**src/rtl/bcd_pkg.sv**
```systemverilog
// Shared widths, field positions and types for the setup decoder.
// Assumes a 32-bit data word split into four byte lanes.
package bcd_pkg;
    localparam int ADDR_W      = 32;
    localparam int DATA_W      = 32;
    localparam int LANES       = DATA_W / 8;
    localparam int MIN_BLK_LG  = 19;                 // 512 KB smallest block
    localparam int BASE_W      = ADDR_W - MIN_BLK_LG;
    localparam int REF_W       = 6;

    localparam int POS_SIZE    = 6;
    localparam int POS_REF     = 8;
    localparam int POS_BIG     = 16;
    localparam int POS_RAS3    = 17;
    localparam int POS_WR1     = 18;

    typedef enum logic [2:0] {
        SZ_WORD = 3'd0,
        SZ_HALF = 3'd1,
        SZ_BYTE = 3'd2
    } acc_size_e;

    typedef struct packed {
        logic [BASE_W-1:0] base;
        logic              wr1;
        logic              ras3;
        logic              big;
        logic [REF_W-1:0]  refdiv;
        logic [1:0]        size;
    } cfg_t;
endpackage

```
**src/rtl/bcd_qualify.sv**
```systemverilog
// Request qualification: decides whether a data or instruction request
// is accepted and whether it is the setup-capturing word read.
// Assumes active-high request strobes and the size codes in bcd_pkg.
module bcd_qualify
    import bcd_pkg::*;
(
    input  logic       dreq_i,
    input  logic       ireq_i,
    input  logic       bus_inval_i,
    input  logic [1:0] dtype_i,
    input  logic       itype_i,
    input  logic       wr_i,
    input  logic [2:0] opt_i,
    input  logic       cfg_done_i,
    output logic       d_ok_o,
    output logic       i_ok_o,
    output logic       cap_o
);
    logic size_ok;

    // Purpose: only word, halfword and byte transfers are served.
    always_comb begin
        size_ok = (opt_i == SZ_WORD) || (opt_i == SZ_HALF) || (opt_i == SZ_BYTE);
    end

    // Purpose: accept requests and flag the setup read.
    always_comb begin
        d_ok_o = dreq_i && !bus_inval_i && (dtype_i == 2'b00) && size_ok;
        i_ok_o = !d_ok_o && ireq_i && !bus_inval_i && !itype_i;
        cap_o  = d_ok_o && !wr_i && (opt_i == SZ_WORD) && !cfg_done_i;
    end
endmodule

```
**src/rtl/bcd_capture.sv**
```systemverilog
// Setup capture: latches the first word read after reset and splits it
// into fields. Assumes the word is valid on rdata_i at the accepting edge.
module bcd_capture
    import bcd_pkg::*;
(
    input  logic              clk,
    input  logic              rst_n,
    input  logic              cap_i,
    input  logic [DATA_W-1:0] rdata_i,
    output logic              done_o,
    output cfg_t              cfg_o
);
    logic [DATA_W-1:0] word_q;
    logic              done_q;

    // Purpose: hold the setup word once, until the next reset.
    always_ff @(posedge clk) begin
        if (!rst_n) begin
            word_q <= '0;
            done_q <= 1'b0;
        end else if (cap_i && !done_q) begin
            word_q <= rdata_i;
            done_q <= 1'b1;
        end
    end

    // Purpose: map word bits to the named fields.
    always_comb begin
        cfg_o.base   = word_q[DATA_W-1:MIN_BLK_LG];
        cfg_o.wr1    = word_q[POS_WR1];
        cfg_o.ras3   = word_q[POS_RAS3];
        cfg_o.big    = word_q[POS_BIG];
        cfg_o.refdiv = word_q[POS_REF +: REF_W];
        cfg_o.size   = word_q[POS_SIZE +: 2];
        done_o       = done_q;
    end

    AST_DONE_STICKY: assert property (@(posedge clk) disable iff (!rst_n)
        done_q |=> done_q);
    AST_WORD_FROZEN: assert property (@(posedge clk) disable iff (!rst_n)
        done_q |=> $stable(word_q));
endmodule

```
**src/rtl/bcd_match.sv**
```systemverilog
// Block match: compares the address bits above the block size with the
// programmed base. Each step of the size code adds two ignored bits.
module bcd_match
    import bcd_pkg::*;
(
    input  logic [ADDR_W-1:0] addr_i,
    input  logic [BASE_W-1:0] base_i,
    input  logic [1:0]        size_i,
    output logic              hit_o
);
    logic [BASE_W-1:0] bit_ok;

    genvar g;
    generate
        for (g = 0; g < BASE_W; g++) begin : g_bit
            // Purpose: a bit counts only when it lies above the block size.
            always_comb begin
                bit_ok[g] = (g < 2 * int'(size_i)) ||
                            (addr_i[MIN_BLK_LG + g] == base_i[g]);
            end
        end
    endgenerate

    // Purpose: reduce the per-bit results to one hit.
    always_comb begin
        hit_o = &bit_ok;
    end
endmodule

```
**src/rtl/bcd_lanes.sv**
```systemverilog
// Byte-lane decode for word, halfword and byte transfers under either
// byte numbering. Assumes misaligned halfwords are software's concern.
module bcd_lanes
    import bcd_pkg::*;
(
    input  logic [1:0]       low_i,
    input  logic [2:0]       opt_i,
    input  logic             big_i,
    input  logic             instr_i,
    output logic [LANES-1:0] be_o
);
    logic [LANES-1:0] le;

    // Purpose: lane pattern for little-endian numbering.
    always_comb begin
        le = '0;
        if (instr_i || opt_i == SZ_WORD) begin
            le = '1;
        end else if (opt_i == SZ_HALF) begin
            le = low_i[1] ? 4'b1100 : 4'b0011;
        end else begin
            le[low_i] = 1'b1;
        end
    end

    genvar l;
    generate
        for (l = 0; l < LANES; l++) begin : g_lane
            // Purpose: mirror lanes when numbering is reversed.
            always_comb begin
                be_o[l] = big_i ? le[LANES-1-l] : le[l];
            end
        end
    endgenerate
endmodule

```
**src/rtl/boot_cfg_decoder.sv**
```systemverilog
// Top: captures setup after reset, exports its fields, drives the chain
// reset and registers block select and lane enables one cycle after a
// request. Assumes requests last one cycle as seen by this block.
module boot_cfg_decoder
    import bcd_pkg::*;
(
    input  logic        clk,
    input  logic        rst_n,
    input  logic        dreq_i,
    input  logic        ireq_i,
    input  logic        bus_inval_i,
    input  logic [1:0]  dtype_i,
    input  logic        itype_i,
    input  logic        wr_i,
    input  logic [2:0]  opt_i,
    input  logic [31:0] addr_i,
    input  logic [31:0] rdata_i,
    output logic        chain_rst_n,
    output logic        sel_o,
    output logic [3:0]  be_o,
    output logic        cfg_big_o,
    output logic        cfg_ras3_o,
    output logic        cfg_wr1_o,
    output logic [5:0]  cfg_refdiv_o,
    output logic [1:0]  cfg_size_o
);
    logic             d_ok, i_ok, cap, done, hit;
    cfg_t             cfg;
    logic [LANES-1:0] lanes;
    logic             sel_q;
    logic [LANES-1:0] be_q;

    bcd_qualify u_qual (
        .dreq_i(dreq_i), .ireq_i(ireq_i), .bus_inval_i(bus_inval_i),
        .dtype_i(dtype_i), .itype_i(itype_i), .wr_i(wr_i), .opt_i(opt_i),
        .cfg_done_i(done), .d_ok_o(d_ok), .i_ok_o(i_ok), .cap_o(cap)
    );

    bcd_capture u_cap (
        .clk(clk), .rst_n(rst_n), .cap_i(cap), .rdata_i(rdata_i),
        .done_o(done), .cfg_o(cfg)
    );

    bcd_match u_match (
        .addr_i(addr_i), .base_i(cfg.base), .size_i(cfg.size), .hit_o(hit)
    );

    bcd_lanes u_lanes (
        .low_i(addr_i[1:0]), .opt_i(opt_i), .big_i(cfg.big),
        .instr_i(i_ok), .be_o(lanes)
    );

    // Purpose: register select and lanes one cycle after the request.
    always_ff @(posedge clk) begin
        if (!rst_n) begin
            sel_q <= 1'b0;
            be_q  <= '0;
        end else if (done && (d_ok || i_ok) && hit) begin
            sel_q <= 1'b1;
            be_q  <= lanes;
        end else begin
            sel_q <= 1'b0;
            be_q  <= '0;
        end
    end

    // Purpose: drive outputs from held state.
    always_comb begin
        chain_rst_n  = done;
        sel_o        = sel_q;
        be_o         = be_q;
        cfg_big_o    = cfg.big;
        cfg_ras3_o   = cfg.ras3;
        cfg_wr1_o    = cfg.wr1;
        cfg_refdiv_o = cfg.refdiv;
        cfg_size_o   = cfg.size;
    end

    AST_NO_SEL_UNCFG: assert property (@(posedge clk) disable iff (!rst_n)
        !done |=> !sel_q);
    AST_LANES_IDLE: assert property (@(posedge clk) disable iff (!rst_n)
        !sel_q |-> (be_q == '0));
    AST_LANES_SHAPE: assert property (@(posedge clk) disable iff (!rst_n)
        sel_q |-> ($countones(be_q) == 1 || $countones(be_q) == 2 ||
                   $countones(be_q) == 4));
    AST_CHAIN_HELD: assert property (@(posedge clk) disable iff (!rst_n)
        chain_rst_n |=> chain_rst_n);
endmodule

```
**config.mk**
```make
export PLATFORM = sky130hd
export DESIGN_NAME = boot_cfg_decoder
export DESIGN_NICKNAME = d
export VERILOG_FILES = /design/src/rtl/bcd_pkg.sv /design/src/rtl/bcd_qualify.sv /design/src/rtl/bcd_capture.sv /design/src/rtl/bcd_match.sv /design/src/rtl/bcd_lanes.sv /design/src/rtl/boot_cfg_decoder.sv
export SDC_FILE = /design/constraint.sdc
export NUM_CORES = 1
export LEC_CHECK = 0
export ABC_AREA = 1
export BUFFER_PORTS_ARGS = -buffer_cell sky130_fd_sc_hd__buf_4
export CORE_AREA = 2 2 64 66
export DETAILED_ROUTE_END_ITERATION = 10
export DIE_AREA = 0 0 66 68
export PLACE_DENSITY_LB_ADDON = 0.12
export SETUP_SLACK_MARGIN = 0.5
export SYNTH_ARGS = -nofsm -noshare
export SYNTH_HDL_FRONTEND = slang
export SYNTH_HIERARCHICAL = 1
export SYNTH_SLANG_ARGS = --single-unit
```
**constraint.sdc**
```tcl
create_clock -name clk -period 2.1 [get_ports clk]
set_input_delay 0 -clock clk [delete_from_list [all_inputs] [get_ports clk]]
set_output_delay 0 -clock clk [all_outputs]
set_load 0.03 [all_outputs]
```
# Yosys cells after proc, flatten, opt, wreduce, memory -nomap -nowiden
# Cells that the tools add are included.
# W data, S select, Z words.
[word_totals]
input_bits = 76
ff_bits = 38
out_inout_bits = 17
word_cells = 83
[op_classes]
n_eq_ne = 15
order_cmp = 15
muxes = 10
n_reduce_logical = 39
[ops]
columns = ["cell", "n"]
rows = [
  ["$lt A4 B3 Y1 const A", 5],
  ["$logic_or A1 B1 Y1", 17],
  ["$eq A1 B1 Y1", 13],
  ["$logic_and A1 B1 Y1", 13],
  ["$reduce_and A13 Y1", 1],
  ["$lt A3 B3 Y1 const A", 4],
  ["$mux W4", 3],
  ["$lt A1 B3 Y1 const A", 2],
  ["$lt A2 B3 Y1 const A", 2],
  ["$mux W1", 6],
  ["$logic_not A1 Y1", 5],
  ["$eq A3 B1 Y1 const B", 1],
  ["$eq A3 B2 Y1 const B", 1],
  ["$logic_not A3 Y1", 1],
  ["$lt A2 B3 Y1 const B", 1],
  ["$demux W1 S2", 1],
  ["$ge A2 B1 Y1 const B", 1],
  ["$logic_not A2 Y1", 1],
  ["$reduce_and A2 Y1", 1],
]

# Logic depth before layout (Yosys ltp)
[logic_depth]
depth_word = 12
ltp_mapped = 11
ltp_nobuf = 10

# Modules after synthesis
# The synthesis kept the hierarchy.
[by_module_without_submodules]
columns = ["mod", "area_each_um2", "cells_each", "n_inst"]
rows = [
  ["bcd_capture", 1083.5, 159, 1],
  ["bcd_match", 266.5, 58, 1],
  ["boot_cfg_decoder", 187.7, 16, 1],
  ["bcd_lanes", 110.1, 29, 1],
  ["bcd_qualify", 83.8, 20, 1],
]

# Worst setup path after synthesis
# No wires, ideal clock.
[synth_timing]
path_type = "register to register"
from = "reg u_cap.done_q, in the netlist u_cap/done_o"
to = "reg u_cap.word_q[16]"
t_required_ns = 1.986
stages_incl_launch_ff = 10
arrival_time_ns = 1.357
synth_period_minus_slack_ns = 1.471
setup_ns = 0.114
path_slack_ns = 0.629
cell_sequence = "dfxtp_1 > nor2_1 > nand3b_1 > nor2_1 > buf_4 > inv_2 > nor2_4 > buf_6 > nor2_1 > nor2_1"
[synth_between]
elab_chain_len = 3
[synth_rtl]
columns = ["element", "line", "text"]
rows = [
  ["start, declared", "bcd_capture.sv:14", "logic done_q;"],
  ["start signal, assigned", "bcd_capture.sv:20", "done_q <= 1'b0;"],
  ["start signal, assigned", "bcd_capture.sv:23", "done_q <= 1'b1;"],
  ["$logic_not A1 Y1", "bcd_qualify.sv:30", "cap_o = d_ok_o && !wr_i && (opt_i == SZ_WORD) && !cfg_done_i;"],
  ["$logic_and A1 B1 Y1", "bcd_qualify.sv:30", ""],
  ["net cap", "boot_cfg_decoder.sv:27", "logic d_ok, i_ok, cap, done, hit;"],
  ["$logic_and A1 B1 Y1", "bcd_capture.sv:21", "end else if (cap_i && !done_q) begin"],
  ["end signal, assigned", "bcd_capture.sv:22", "word_q <= rdata_i;"],
  ["end, declared", "bcd_capture.sv:13", "logic [DATA_W-1:0] word_q;"],
]
# The timed path passes the listed nets, and every way through them passes these cells.
# A chain may end at the register's enable or synchronous reset.

# Worst setup path in the final report
[layout_timing]
from = "reg u_cap.done_q, in the netlist u_cap/done_o"
to = "reg u_cap.word_q[25]"
[layout_between]
elab_chain_len = 3
[layout_rtl]
columns = ["element", "line"]
rows = [
  ["$logic_not A1 Y1 (*)", "bcd_qualify.sv:30, bcd_capture.sv:21"],
  ["$logic_and A1 B1 Y1", "bcd_qualify.sv:30"],
  ["$logic_and A1 B1 Y1 (*)", "bcd_capture.sv:21"],
]
# Every way passes the cells marked *; elsewhere a longest branch is shown, timed or not.

==> results by group <==
Synth
  – Mapped Nets: 358
  – Number of synthesized flops with an enable pin: 0
  – Syn. warnings: 6
  – Gate Count Post-Synth: ~280
  – Post-synthesis sequential area ratio: 34.68%
  – Async set-reset flop share out of synthesis: 0%
  – Netlist Area Pre-Place: 1732 um2
  – Avg Cell Area, Syn: 6.141 um2
  – Seq cells post-synth: 30
  – Top FF cell, synth: dfxtp_1
  – Distinct cells, synth: 20

Power
  – Leak: between 1 and 1.5 nW
  – PwrDens: 498.5 nW/um2
  – Worst vdd ir: between 300 and 400 uV

STA
  – Relative slew margins: 51.38%
  – Count of final setup violators: 0
  – Period minus WS final: about 1.4 ns
  – Final hold vios: 0
  – Final worst slack: 0.7031 ns
  – Post-Route Skew: 0.006350 ns
  – Slew Viols, Final: 0
  – Worst Tran Pin Value: between 0.7 and 0.8 ns
  – RSZ-0062 raised after global routing: false
  – Max frequency: 715.9 MHz
  – Crit share post-route: 66.52%
  – Setup TNS: 0 ns

Clock tree
  – TritonCTS buffer count: 5
  – Post-CTS Hold Buffers: 0
  – Post-CTS Setup Inserts: 0
  – CTS tree: built
  – Worst-Skew Late Latency: 0.27 ns
  – # H-tree levels: 2
  – Post-CTS resize count: 0
  – CTS root buf: clkbuf_8
  – CTS Sinks: 30
  – Worst-case clock buffer depth: 2
  – Clock Pin Slew Worst Setup and Hold Paths: 0.06 ns

Floorplanning
  – Die X: around 66 um
  – I/O Pins: 93
  – Core ar.: 3856 um2
  – Die ar.: 4488 um2
  – Core Rows: 23
  – Initial Utilization: 44.91%
  – Die Height: 68 um

Worst setup path
  – Startpoint Class: flop
  – Reg-to-reg slack, setup: 0.70 ns
  – Max incr delay on CP: 0.54 ns
  – Worst EP required: 2.27 ns
  – R2r endpoint: u_cap/word_q[25]
  – Crit path from: u_cap/done_o
  – Worst r2r src: u_cap/done_o
  – Critical path data arrival time: roughly 1.6 ns
  – CP Cell Sequence: buf_4, inv_1, nand3_1, nand2_1, nor2_1
  – Reg2Reg Depth: 5
  – Crit path max fanout: 24
  – Worst path slowest cell: inv_1
  – Crit. End Element: flop
  – Crit path kind: reg -> reg

Min path
  – Hold Path Class: in -> reg
  – Min-delay src: rdata_i[20]
  – Worst Hold Depth: 5
  – Worst Hold Path EP: u_cap/word_q[20]

Finish
  – Nets: approximately 420
  – Area of the multi-input gates: 858.3 um2
  – Layout cells sized above 1: around 25%
  – Sequential cell area: around 600 um2
  – Commonest non-fill, non-tap cell in the layout: nand2_1
  – Area growth from synthesis to layout: 33.67%
  – Antenna Cells: 0
  – Fill count: between 400 and 500
  – Commonest non-fill, non-tap cells in the layout: 75 x nand2_1, 69 x buf_4, 62 x nor2_1

Detailed routing
  – DRT antenna net count: 0
  – DRT Wirelength: 3683 um
  – DRC viols: 0
  – Pre-antenna DRT Iters: 4
  – Avg WL per Cell: slightly above 9 um
  – Vias per cell: 4.422
  – Drt initial violations: 67
  – Via Count: 1760

GRT
  – Pin count of the biggest net entering global routing: 27
  – Global route total overflow: 0
  – Vias in the first global route: 1471
  – Initial antenna violation count: 0
  – First-pass GRT wire length: between 6000 and 7000 um
  – Total GRT Usage: 17.84%

Job
  – Max Cap Viol: 0

Placed design
  – PortBufs: 67
  – Routability cong.: 0.7918
  – Hpwl dp: 2708 um
  – Pre-CTS setup slack: about 0.69 ns

Status
  – Outcome: finished, final reports clean
-- final cells by class --
type                       instances  area share (%)
tap                               50           2.703
multi-input combinational        189           37.08
timing repair buffer              69           22.38
clock buffer                       7           3.297
sequential                        30           25.95
inverter                          53           8.595
-- synth_stat cells (3+ instances only) --
cell      n  area share, %
nand3_1  30            8.7
nand2_1  75             16
inv_1    52             11
nor2_1   63             14
xor2_1    3            1.5
dfxtp_1  30             35
buf_6     4            2.6
nor2_2    3            1.1
nor3_2    4            2.3
buf_2     4            1.2
-- worst max path at each step --
| stage | to | slack (ns) | depth (start not counted) |
|---|---|---|---|
| global route | u_cap/word_q[17] | 0.51 | 7 |
| floorplan | u_cap/word_q[16] | 0.63 | 9 |
| CTS | u_cap/word_q[30] | 0.68 | 7 |
| finish | u_cap/word_q[25] | 0.70 | 5 |
| global placement | u_cap/word_q[19] | 0.69 | 5 |
| detailed placement | u_cap/word_q[30] | 0.69 | 7 |
-- where the power goes --
| group | leakage, nW | total, mW | internal, mW | switching (mW) |
|---|---|---|---|---|
| registers | 0.242 | 0.571 | 0.570 | 0.000594 |
| logic | 0.944 | 0.163 | 0.0902 | 0.0731 |
| clock network | 0.0383 | 0.420 | 0.227 | 0.192 |
| total | 1.22 | 1.15 | 0.888 | 0.266 |
-- cells by family (layout without fill, tap and decap cells) --
logic type             count (synthesis)  after routing  share of synthesized area, %
AND/OR/NAND/NOR                      181            181                         45.88
buffers and inverters                 63            129                         15.90
flip-flops                            30             30                         34.68
AO/OA/AOI/OAI                          3              3                         1.012
XOR/XNOR                               5              5                         2.529
-- critical path: cells and delay by family, from the launching register on --
kind | cells | cell delay, ns
buf+inv | 2 | 0.70
simple gates | 3 | 0.29
flops | 1 | 0.31
-- metal layers --
layer	vias to the layer above	GRT usage [%]	part of all wire [%]	routed length (um)
met3	5	5.757	6.1	223
met5	-	0	0	0
met2	38	30.56	49	1806
met4	0	6.888	1.4	52
met1	762	20.89	43	1601
li1	955	-	-	-
-- metrics by stage --
stage	utilization, %	total power, mW	cells	hold WS, ns	area [um2]
6_report	60.03	1.154	398	0.03922	2315
5_1_grt	60.03	1.217	398	0.04572	2315
4_1_cts	60.03	1.172	398	0.02184	2315
3_5_place_dp	58.05	0.7469	391	0.3120	2238
3_3_place_gp	58.05	0.7453	391	0.2991	2238
2_1_floorplan	-	0.6598	282	0.1718	1732
-- state kept, by name (all words and copies together) (netlist names) --
| name | count |
|---|---|
| u_cap/done_o | 1 |
| be_o | 4 |
| sel_o | 1 |
| u_cap/word_q | 24 |
Note: power is estimated with default switching activity, not from simulation.
